$ cat config.mk
export PLATFORM = sky130hd
export DESIGN_NAME = bs_sr_swapper
export DESIGN_NICKNAME = d
export VERILOG_FILES = /design/src/rtl/bssr_pkg.sv /design/src/rtl/bssr_ctrl.sv /design/src/rtl/bssr_datapath.sv /design/src/rtl/bs_sr_swapper.sv
export SDC_FILE = /design/constraint.sdc
export NUM_CORES = 1
export LEC_CHECK = 0
export ABC_AREA = 1
export BUFFER_PORTS_ARGS = -buffer_cell sky130_fd_sc_hd__buf_4
export CORE_UTILIZATION = 35
export DETAILED_ROUTE_END_ITERATION = 8
export REMOVE_ABC_BUFFERS = 1
export SYNTH_ARGS = -nofsm -noshare
export SYNTH_HDL_FRONTEND = slang
export SYNTH_SLANG_ARGS = --single-unit
$ cat constraint.sdc
create_clock -name clk -period 3.3 [get_ports clk]
set_input_delay 0.495 -clock clk [delete_from_list [all_inputs] [get_ports clk]]
set_output_delay 0.495 -clock clk [all_outputs]
set_load 0.05 [all_outputs]
$ cat src/rtl/bssr_pkg.sv
package bssr_pkg;
  // Strobes from control to datapath for the current input slot
  typedef struct packed {
    logic bsNow;     // this slot is a BS candidate
    logic makeSr;    // replace this BS by SR
    logic genSlot;   // datapath emits generated idle stream
  } symCtl_t;
endpackage

$ cat src/rtl/bssr_ctrl.sv
module bssr_ctrl
  import bssr_pkg::*;
#(
  parameter int IDLE_W = 16,
  parameter int SWAP_W = 9,
  parameter int LOAD_W = 8
) (
  input  logic              clk,
  input  logic              rstN,
  input  logic              bsMark,
  input  logic              idleMode,
  input  logic [IDLE_W-1:0] idleInterval,
  input  logic [SWAP_W-1:0] swapCount,
  input  logic [LOAD_W-1:0] loadCount,
  input  logic              loadStart,
  output symCtl_t           ctl
);
  localparam int IDLE_XW = IDLE_W + 1;

  logic [IDLE_W-1:0] idleCnt;
  logic [SWAP_W-1:0] bsCnt;
  logic [LOAD_W-1:0] oneCnt;
  logic              armed;

  logic bsNow, periodicHit, oneHit, makeSr, idleWrap;
  logic [IDLE_XW-1:0] idleNext;

  always_comb begin
    bsNow       = idleMode ? (idleCnt == '0) : bsMark;
    // >= keeps the swap safe when the count is lowered mid-run; 0 swaps all
    periodicHit = bsNow && (bsCnt >= swapCount);
    oneHit      = bsNow && armed && (oneCnt >= loadCount);
    makeSr      = periodicHit || oneHit;
    idleNext    = {1'b0, idleCnt} + IDLE_XW'(1);
    idleWrap    = idleNext >= {1'b0, idleInterval};
    ctl.bsNow   = bsNow;
    ctl.makeSr  = makeSr;
    ctl.genSlot = idleMode;
  end

  // Idle BS period counter
  always_ff @(posedge clk) begin
    if (!rstN)          idleCnt <= '0;
    else if (!idleMode) idleCnt <= '0;
    else if (idleWrap)  idleCnt <= '0;
    else                idleCnt <= idleNext[IDLE_W-1:0];
  end

  // Periodic BS count, restarted by any SR
  always_ff @(posedge clk) begin
    if (!rstN)       bsCnt <= '0;
    else if (makeSr) bsCnt <= '0;
    else if (bsNow)  bsCnt <= bsCnt + SWAP_W'(1);
  end

  // One-shot forced SR
  always_ff @(posedge clk) begin
    if (!rstN) begin
      armed  <= 1'b0;
      oneCnt <= '0;
    end else if (loadStart) begin
      armed  <= 1'b1;
      oneCnt <= '0;
    end else if (oneHit) begin
      armed  <= 1'b0;
      oneCnt <= '0;
    end else if (armed && bsNow) begin
      oneCnt <= oneCnt + LOAD_W'(1);
    end
  end
endmodule

$ cat src/rtl/bssr_datapath.sv
module bssr_datapath
  import bssr_pkg::*;
#(
  parameter int             SYM_W     = 9,
  parameter logic [SYM_W-1:0] BS_CODE   = 9'h1BC,
  parameter logic [SYM_W-1:0] SR_CODE   = 9'h11C,
  parameter logic [SYM_W-1:0] IDLE_CODE = 9'h000
) (
  input  logic             clk,
  input  logic             rstN,
  input  logic [SYM_W-1:0] symIn,
  input  symCtl_t          ctl,
  output logic [SYM_W-1:0] symOut,
  output logic             srPulse
);
  logic [SYM_W-1:0] symNext;

  always_comb begin
    if (ctl.makeSr)                   symNext = SR_CODE;
    else if (ctl.genSlot && ctl.bsNow) symNext = BS_CODE;
    else if (ctl.genSlot)              symNext = IDLE_CODE;
    else                               symNext = symIn;
  end

  always_ff @(posedge clk) begin
    if (!rstN) begin
      symOut  <= '0;
      srPulse <= 1'b0;
    end else begin
      symOut  <= symNext;
      srPulse <= ctl.makeSr;
    end
  end
endmodule

$ cat src/rtl/bs_sr_swapper.sv
module bs_sr_swapper
  import bssr_pkg::*;
#(
  parameter int SYM_W  = 9,
  parameter int IDLE_W = 16,
  parameter int SWAP_W = 9,
  parameter int LOAD_W = 8
) (
  input  logic              clk,
  input  logic              rstN,
  input  logic [SYM_W-1:0]  symIn,
  input  logic              bsMark,
  input  logic              idleMode,
  input  logic [IDLE_W-1:0] idleInterval,
  input  logic [SWAP_W-1:0] swapCount,
  input  logic [LOAD_W-1:0] loadCount,
  input  logic              loadStart,
  output logic [SYM_W-1:0]  symOut,
  output logic              srPulse
);
  symCtl_t ctl;

  bssr_ctrl #(.IDLE_W(IDLE_W), .SWAP_W(SWAP_W), .LOAD_W(LOAD_W)) u_ctrl (
    .clk(clk), .rstN(rstN), .bsMark(bsMark), .idleMode(idleMode),
    .idleInterval(idleInterval), .swapCount(swapCount),
    .loadCount(loadCount), .loadStart(loadStart), .ctl(ctl)
  );

  bssr_datapath #(.SYM_W(SYM_W)) u_dp (
    .clk(clk), .rstN(rstN), .symIn(symIn), .ctl(ctl),
    .symOut(symOut), .srPulse(srPulse)
  );
endmodule

* Yosys cells after proc, flatten, opt, wreduce, memory -nomap -nowiden *
Index checks and enable logic that the tools add are counted.

storage, ports and cells
  register bits = 44
  latch bits = 0
  bits in writable memories = 0
  memory bits (read-only) = 0
  input port bits = 47
  output and inout bits = 10
  word-level logic and storage cells = 33
  memories kept = 0

cells by class
  $add $sub $neg = 3
  multiply operators = 0
  divide/modulo/power cells = 0
  order comparisons = 3
  eq/ne operators = 0
  shifts and indexed selects = 0
  muxes and demuxes = 6
  bitwise gates (word level) = 2
  reduce and logical (&&, ||, !) cells = 11

operators by type and width
  cell                                           count
  two-way mux 9 bit                              3
  adder 16 x 1 -> 17 bit, second input constant  1
  >= comparator 17 x 16 -> 1 bit                 1
  logical NOT 16 bit                             1
  adder 9 x 1 -> 9 bit, second input constant    1
  >= comparator 9 bit                            1
  adder 8 x 1 -> 8 bit, second input constant    1
  >= comparator 8 bit                            1
  OR reduction 3 bit                             2
  logical AND 1 bit                              4
  OR reduction 4 bit                             1
  two-way mux 1 bit                              3
  NOT 1 bit                                      2
  nonzero test 2 bit                             1
  OR reduction 2 bit                             1
  logical OR 1 bit                               1

* Logic depth before layout (Yosys ltp) *
Gate-level depths: netlist of the first run.

  depth in word-level cells = 6
  depth in mapped cells = 22
  mapped depth without buffers = 21

* Hierarchy *
Synthesis of the first run repeated with hierarchy kept, for this count alone.

unflattened totals
  cell total of the unflattened synthesis = 450
  area, all modules = 3138.0 um^2

modules (own cells, without submodules)
  module         instances  cells an instance  area an instance (um^2)  sequential area each (um^2)
  bssr_ctrl      1          405                2797.7                   680.7
  bssr_datapath  1          45                 340.3                    200.2

* Worst setup path after synthesis of the first run *
No wires, ideal clock.

  path type = register to register
  start = register u_ctrl.idleCnt[0]
  end = register u_ctrl.idleCnt[0]
  library setup time = 0.119 ns
  data arrival time = 2.320 ns
  required time = 3.181 ns
  slack = 0.861 ns
  stages on the path, launching flop included = 17
  path buffers = 1
  clock period less this slack = 2.439 ns
  path through = dfxtp_1 ha_1 nand3_1 inv_1 nand4_1 nor2_1 xor2_1 inv_1 ha_1 nand2_1 inv_1 nand4_1 o31ai_1 nor2_1 nand2_2 buf_4 nor2_1

on the way
  cells in the longest elaborated chain, start to end = 3

RTL lines
  what                                 line             source
  start: declaration                   bssr_ctrl.sv:20  logic [IDLE_W-1:0] idleCnt;
  start signal: assignment             bssr_ctrl.sv:46  else idleCnt <= idleNext[IDLE_W-1:0];
  adder 16 x 1 -> 17 bit               bssr_ctrl.sv:34  idleNext = {1'b0, idleCnt} + IDLE_XW'(1);
  named net u_ctrl.idleNext[14]        bssr_ctrl.sv:26  logic [IDLE_XW-1:0] idleNext;
  >= comparator 17 x 16 -> 1 bit       bssr_ctrl.sv:35  idleWrap = idleNext >= {1'b0, idleInterval};
  OR reduction 3 bit (no source line)  --

The timed path passes the listed nets, and every way through them passes these cells.
A chain may end at the register's enable or synchronous reset.

* Worst setup path after layout of the first run *
  start = register u_ctrl.idleCnt[0]
  end = register u_ctrl.idleCnt[12]

The elaborated chain is that of the path after synthesis.

==> out/results.tsv, run 1 <==
metric	value	unit
status	finished clean	
powerDensity	324.7	nW/um^2
clk_latency	0.29	ns
fin_worst_skew	0.002882	ns
fmax	359.4	MHz
yosysWarnings	0	
cts_root_buf	clkbuf_8	
clockBufferDepth	2	
num_io_pins	57	
p_total	0.001189	W
track_usage	14.92	%
yosysTopAreaCell	dfxtp_1	
slew_viol_final	0	
relSlewSlack	70.47	%
drive_gt1_share	14.68	%
rows	33	
crit_type	register to register	
vias	2745	
period_needed	2.783	ns
min_period_over_period	84.32	%
syn_to_final_growth	21.66	%
cts_setup_buffers	0	
grt_pass1_vias	2536	
slowest_delay	0.43	ns
critical_path_required	3.53	ns
startpoint_type	register	
avgSynthCellArea	6.687	sq um
post_synth_num_cell_types	26	
drt-pass1-iter-count	4	
insertedDiodeCount	0	
clk_pin_slew	0.08	ns
rsz0062_at_grt	no	
fin_setup_tns	0	ns
syn_inst	450	
cts-resized-gates	0	
wl	6.134	mm
path_cells	nand4_1 > nor2_1 > inv_1 > nor2_1 > nand2_1 > nor2_1 > inv_1 > nand2_1 > inv_1 > ha_1 > nand2_1 > inv_1 > nand2_1 > nor2_1 > a21oi_1 > nand3_1 > nand2_1 > nand2_1 > nand2_1 > nand2_2 > nor2_1	
final_net_count	594	
synth-seq-cells	44	
gp_congestion	0.8451	
clock-sinks	44	
yosys-top-cells-area	dfxtp_1 (29%), ha_1 (15%), inv_1 (14%)	
wl_per_cell	9.958	um
mostFrequentLayoutCell	inv_1	
die-area	8972	sq um
synth.cell_area	3009	sq um
htreeDepth	2	
cts_tree	yes	
min_path_type	input pin to register	
numCtsBuffers	5	
worstMarginPinSlew	0.4389	ns
final_cell_mix	inv_1 (110), nand2_1 (97), buf_4 (56), nor2_1 (54), dfxtp_1 (44)	
arrival	3.01	ns
drv_cap	0	
remaining_drc_errors	0	
drt_iter0_drc	53	
cp_max_fo	16	
setup_violations	0	
grt_antenna_before_repair	0	
vias_per_cell	4.456	
ant_nets	0	
dp_hpwl	5.050	mm
cpMostUsedCell	nand2_1	
fp.dieW	94.72	um
port_buffers	56	
die_h	94.72	um
grt_max_degree	17	
finalHoldViolations	0	
netlist.area_leader.share	29.27	%
overflow	0	
cpMaxStageDelayCell	dfxtp_1	
start_util	36.44	%
p_leak	2.055	nW
core	8258	sq um
grt_pass1_wl	10.65	mm
ys_seq_area_share	29.27	%
cts_hold_buf	0	
critPathCaptureType	register	
ir_worst_vdd	141.1	uV
[power breakdown]
| group | switching, W | internal (W) | total [W] |
|---|---|---|---|
| Clock | 0.000183 | 0.000267 | 0.000450 |
| Combinational | 0.000105 | 0.0000804 | 0.000186 |
| Sequential | 0.00000855 | 0.000544 | 0.000553 |
| Total | 0.000297 | 0.000892 | 0.00119 |
[stage by stage]
step,cells,utilization [%],cell area [sq um],setup WS [ns],hold WS [ns]
finish,616,44.33,3661,0.5173,0.4083
global route,616,44.33,3661,0.01204,0.4132
CTS,616,44.33,3661,0.5011,0.4027
detailed placement,608,42.80,3535,0.5276,0.4790
global placement,608,42.80,3535,0.6713,0.4744
floorplan,447,-,2983,0.9282,0.4559
[worst max-delay path: cells and delay by family (launching register included)]
| family | cells | cell delay, ns |
|---|---|---|
| buffers and inverters | 4 | 0.22 |
| DFF | 1 | 0.43 |
| adders and majority gates | 1 | 0.28 |
| AOI/OAI and AO/OA | 1 | 0.12 |
| and+or+nand+nor | 15 | 1.68 |
[per-layer routing]
| metal | global-route usage, % | part of all wire, % | vias to the layer above |
|---|---|---|---|
| met1 | 18.15 | 48 | 1188 |
| met3 | 2.738 | 3.8 | 11 |
| met5 | 0 | 0 | - |
| met2 | 25.96 | 46 | 52 |
| met4 | 5.556 | 2.4 | 0 |
| li1 | - | - | 1494 |
[cells in the mapped netlist (all sizes together)]
cell,instances
a31o,1
xnor2,6
nor3,7
buf,3
a21oi,25
nand4,13
o31ai,1
dfxtp,44
o21ai,10
xor2,12
nor2,55
o21a,1
nand3,13
nand2,104
clkinv,1
inv,112
nor4,2
nand3b,1
ha,37
o21bai,2
[path summary, 6_finish.rpt]
kind | from | end | slack (ns) | depth (start not counted)
setup / recovery | u_ctrl.idleCnt[0] | u_ctrl.idleCnt[12] | 0.52 | 21
hold / removal | symIn[1] | u_dp.symOut[1] | 0.41 | 3
setup reg to reg | u_ctrl.idleCnt[0] | u_ctrl.idleCnt[12] | 0.52 | 21
hold reg to reg | u_ctrl.oneCnt[0] | u_ctrl.oneCnt[0] | 0.49 | 2
[flip-flops by register name, indices dropped and copies added (netlist names)]
signal	count
u_ctrl.oneCnt	8
u_ctrl.idleCnt	16
u_dp.symOut	9
u_dp.srPulse	1
u_ctrl.armed	1
u_ctrl.bsCnt	9
[kinds of logic (layout without fill, tap and decap cells)]
family | after synthesis | count (layout) | share of synthesized area [%]
flops | 44 | 44 | 29.27
fa+ha+maj | 37 | 37 | 15.38
xor+xnor | 18 | 18 | 5.239
simple gates | 195 | 195 | 27.86
compound gates | 40 | 40 | 7.110
buf+inv | 116 | 177 | 15.13
[cell type report]
| type | instances | area, sq um |
|---|---|---|
| Tap cell | 105 | 131.4 |
| Multi-Input combinational cell | 290 | 1673 |
| Timing Repair Buffer | 56 | 420.4 |
| Clock inverter | 1 | 30.03 |
| Inverter | 113 | 429.2 |
| Clock buffer | 7 | 96.34 |
| Sequential cell | 44 | 880.8 |
| Fill cell | 884 | 4597 |
Note: power is estimated with default switching activity, not from simulation.
==> run 2, diff against run 1 <==
clock period = 2.65 ns   (was 3.3 ns; I/O delays follow)
==> run 2 against run 1 <==
Final cell count is 1.8% higher. Largest power group unchanged. Worst setup slack worse by 0.42 ns. Via count is 2.7% higher. Final area is 6.5% higher. Power is 22% higher. Highest routed layer unchanged. Maximum frequency is 9.2% higher. Critical path depth is 1 lower. Sequential power is 24% higher.
==> out/results.tsv, run 2 (synthesized netlist as in run 1, its figures left out) <==
metric	value	unit	change
setup_violations	0		unchanged
cts_tree	yes		unchanged
n_fill_cell	853		was 884
intPower	0.001060	W	was 0.0008918 W
power_switching_share	26.76	%	was 24.98%
die-area	8972	sq um	unchanged
reg2regPathDepth	20		was 21
reg_top3	u_ctrl.idleCnt: 16 flops, u_ctrl.bsCnt: 9 flops, u_dp.symOut: 9 flops		unchanged
fin_worst_skew	0.01156	ns	was 0.002882 ns
slew_viol_final	0		unchanged
slowest_delay	0.38	ns	was 0.43 ns
die_h	94.72	um	unchanged
clockBufferDepth	2		unchanged
top_register	u_ctrl.idleCnt		unchanged
critPathCaptureType	register		unchanged
insertedDiodeCount	0		unchanged
remaining_drc_errors	0		unchanged
gp_congestion	0.8346		was 0.8451
path_cells	nand4_1 > nor2_2 > inv_2 > nor2_4 > buf_4 > inv_1 > nand2_1 > inv_1 > ha_1 > nand2_1 > inv_1 > nand2_1 > nor2_1 > a21oi_1 > nand3_1 > nand2_1 > nand2_1 > nand2_2 > nand2_4 > nor2_2		was nand4_1 > nor2_1 > inv_1 > nor2_1 > nand2_1 > nor2_1 > inv_1 > nand2_1 > inv_1 > ha_1 > nand2_1 > inv_1 > nand2_1 > nor2_1 > a21oi_1 > nand3_1 > nand2_1 > nand2_1 > nand2_1 > nand2_2 > nor2_1
wl	6.621	mm	was 6.134 mm
crit_type	register to register		unchanged
pwr-share-clk	35.7	%	was 37.9%
grt_max_degree	17		unchanged
final_net_count	605		was 594
core	8258	sq um	unchanged
grt_antenna_before_repair	0		unchanged
cts_hold_buf	0		unchanged
grt_pass1_vias	2509		was 2536
critical_path_required	2.89	ns	was 3.53 ns
vias	2818		was 2745
port_buffers	56		unchanged
mostFrequentLayoutCell	inv_1		unchanged
track_usage	15.28	%	was 14.92%
relSlewSlack	67.34	%	was 70.47%
overflow	0		unchanged
rows	33		unchanged
switchingPower	0.0003873	W	was 0.0002970 W
dp_hpwl	5.162	mm	was 5.050 mm
power_frac_comb	16.9	%	was 15.6%
clock-sinks	44		unchanged
largest_reg_flops	16		unchanged
worstMarginPinSlew	0.4854	ns	was 0.4389 ns
cp_max_fo	8		was 16
final_cell_mix	inv_1 (107), nand2_1 (91), buf_4 (66), nor2_1 (40), dfxtp_1 (38)		was inv_1 (110), nand2_1 (97), buf_4 (56), nor2_1 (54), dfxtp_1 (44)
vias_per_cell	4.494		was 4.456
status	finished clean		unchanged
cts_root_buf	clkbuf_8		unchanged
p_total	0.001447	W	was 0.001189 W
wl_per_cell	10.56	um	was 9.958 um
critPathTopFamily	simple AND/OR/NAND/NOR gates		unchanged
num_io_pins	57		unchanged
r2r_slack	0.10	ns	was 0.52 ns
cpMostUsedCell	nand2_1		unchanged
clk_pin_slew	0.09	ns	was 0.08 ns
rsz0062_at_grt	yes		was no
startpoint_type	register		unchanged
ant_nets	0		unchanged
critPathBufInv	5		was 4
ir_worst_vdd	201.0	uV	was 141.1 uV
cpMaxStageDelayCell	dfxtp_4		was dfxtp_1
grt_pass1_wl	10.70	mm	was 10.65 mm
drt_iter0_drc	59		was 53
drv_cap	0		unchanged
finalHoldViolations	0		unchanged
arrival	2.79	ns	was 3.01 ns
min_period_over_period	96.15	%	was 84.32%
drive_gt1_share	23.75	%	was 14.68%
hold_depth	3		unchanged
htreeDepth	2		unchanged
numCtsBuffers	5		unchanged
syn_to_final_growth	29.52	%	was 21.66%
clk_latency	0.30	ns	was 0.29 ns
p_leak	2.120	nW	was 2.055 nW
drt-pass1-iter-count	4		unchanged
worst-path-stages	20		was 21
period_needed	2.548	ns	was 2.783 ns
powerDensity	371.3	nW/um^2	was 324.7 nW/um^2
min_path_type	input pin to register		unchanged
final_cell_count_no_fill	627		was 616
place_inst	612		was 608
fp.dieW	94.72	um	unchanged
fmax	392.5	MHz	was 359.4 MHz
power_frac_seq	47.4	%	was 46.5%
start_util	36.44	%	unchanged
## run 2: cell types whose count changed in the layout (fill, tap and decap cells not counted), sizes merged
cell / change
nand2: +1
clkinv: +1
buf: +10
clkinvlp: +1
clkbuf: -2
## run 2: worst reg2reg max path, stage by stage (launching register included)
cell,delay [ns]
dfxtp_4,0.38
nand4_1,0.14
nor2_2,0.20
inv_2,0.07
nor2_4,0.14
buf_4,0.12
inv_1,0.03
nand2_1,0.06
inv_1,0.05
ha_1,0.26
nand2_1,0.09
inv_1,0.06
nand2_1,0.11
nor2_1,0.06
a21oi_1,0.11
nand3_1,0.07
nand2_1,0.07
nand2_1,0.06
nand2_2,0.14
nand2_4,0.13
nor2_2,0.13
## run 2: per-stage QoR
stage	hold slack, ns	util (%)	TNS (ns)	setup slack [ns]	area [sq um]
finish	0.3122	47.20	0	0.1021	3897
global route	0.3197	47.20	-1.357	-0.1119	3897
CTS	0.3040	44.58	0	0.05594	3681
detailed placement	0.4813	43.17	0	0.007481	3565
global placement	0.4751	43.17	0	0.1254	3565
floorplan	0.4559	-	0	0.2782	2983
## run 2: repair_timing
action | in CTS | in global routing
setup endpoints to repair | 11 | 16
gates cloned | 0 | 1
gates resized for setup | 1 | 49
buffers inserted | 0 | 6
pin swaps | 0 | 23
## run 2: power groups by stage
stage	Sequential (W)	Combinational [W]	Clock, W
finish	0.000687	0.000244	0.000517
global route	0.000689	0.000274	0.000565
CTS	0.000688	0.000238	0.000533
detailed placement	0.000704	0.000237	0
global placement	0.000703	0.000231	0
floorplan	0.000735	0.000106	0
## run 2: routing by layer
layer / wire length, um / global-route usage, % / up-vias
li1: - / - / 1520
met1: 3042 / 18.61 / 1232
met2: 3162 / 26.38 / 54
met3: 258 / 2.818 / 12
met4: 157 / 6.061 / 0
met5: 0 / 0 / -
## run 2: path summary, 6_finish.rpt
check                    start                  to
max          u_ctrl.idleCnt[3]  u_ctrl.idleCnt[14]
min reg2reg   u_ctrl.oneCnt[0]    u_ctrl.oneCnt[0]
min                   symIn[1]      u_dp.symOut[1]
max reg2reg  u_ctrl.idleCnt[3]  u_ctrl.idleCnt[14]
## run 2: area by class of cell
type,instances,area [sq um],area share (%)
clock buffer,5,68.82,1.766
clock inverter,3,42.54,1.091
inverter,113,429.2,11.01
multi-input combinational,291,1834,47.06
sequential,44,895.9,22.99
tap,105,131.4,3.371
timing repair buffer,66,495.5,12.71
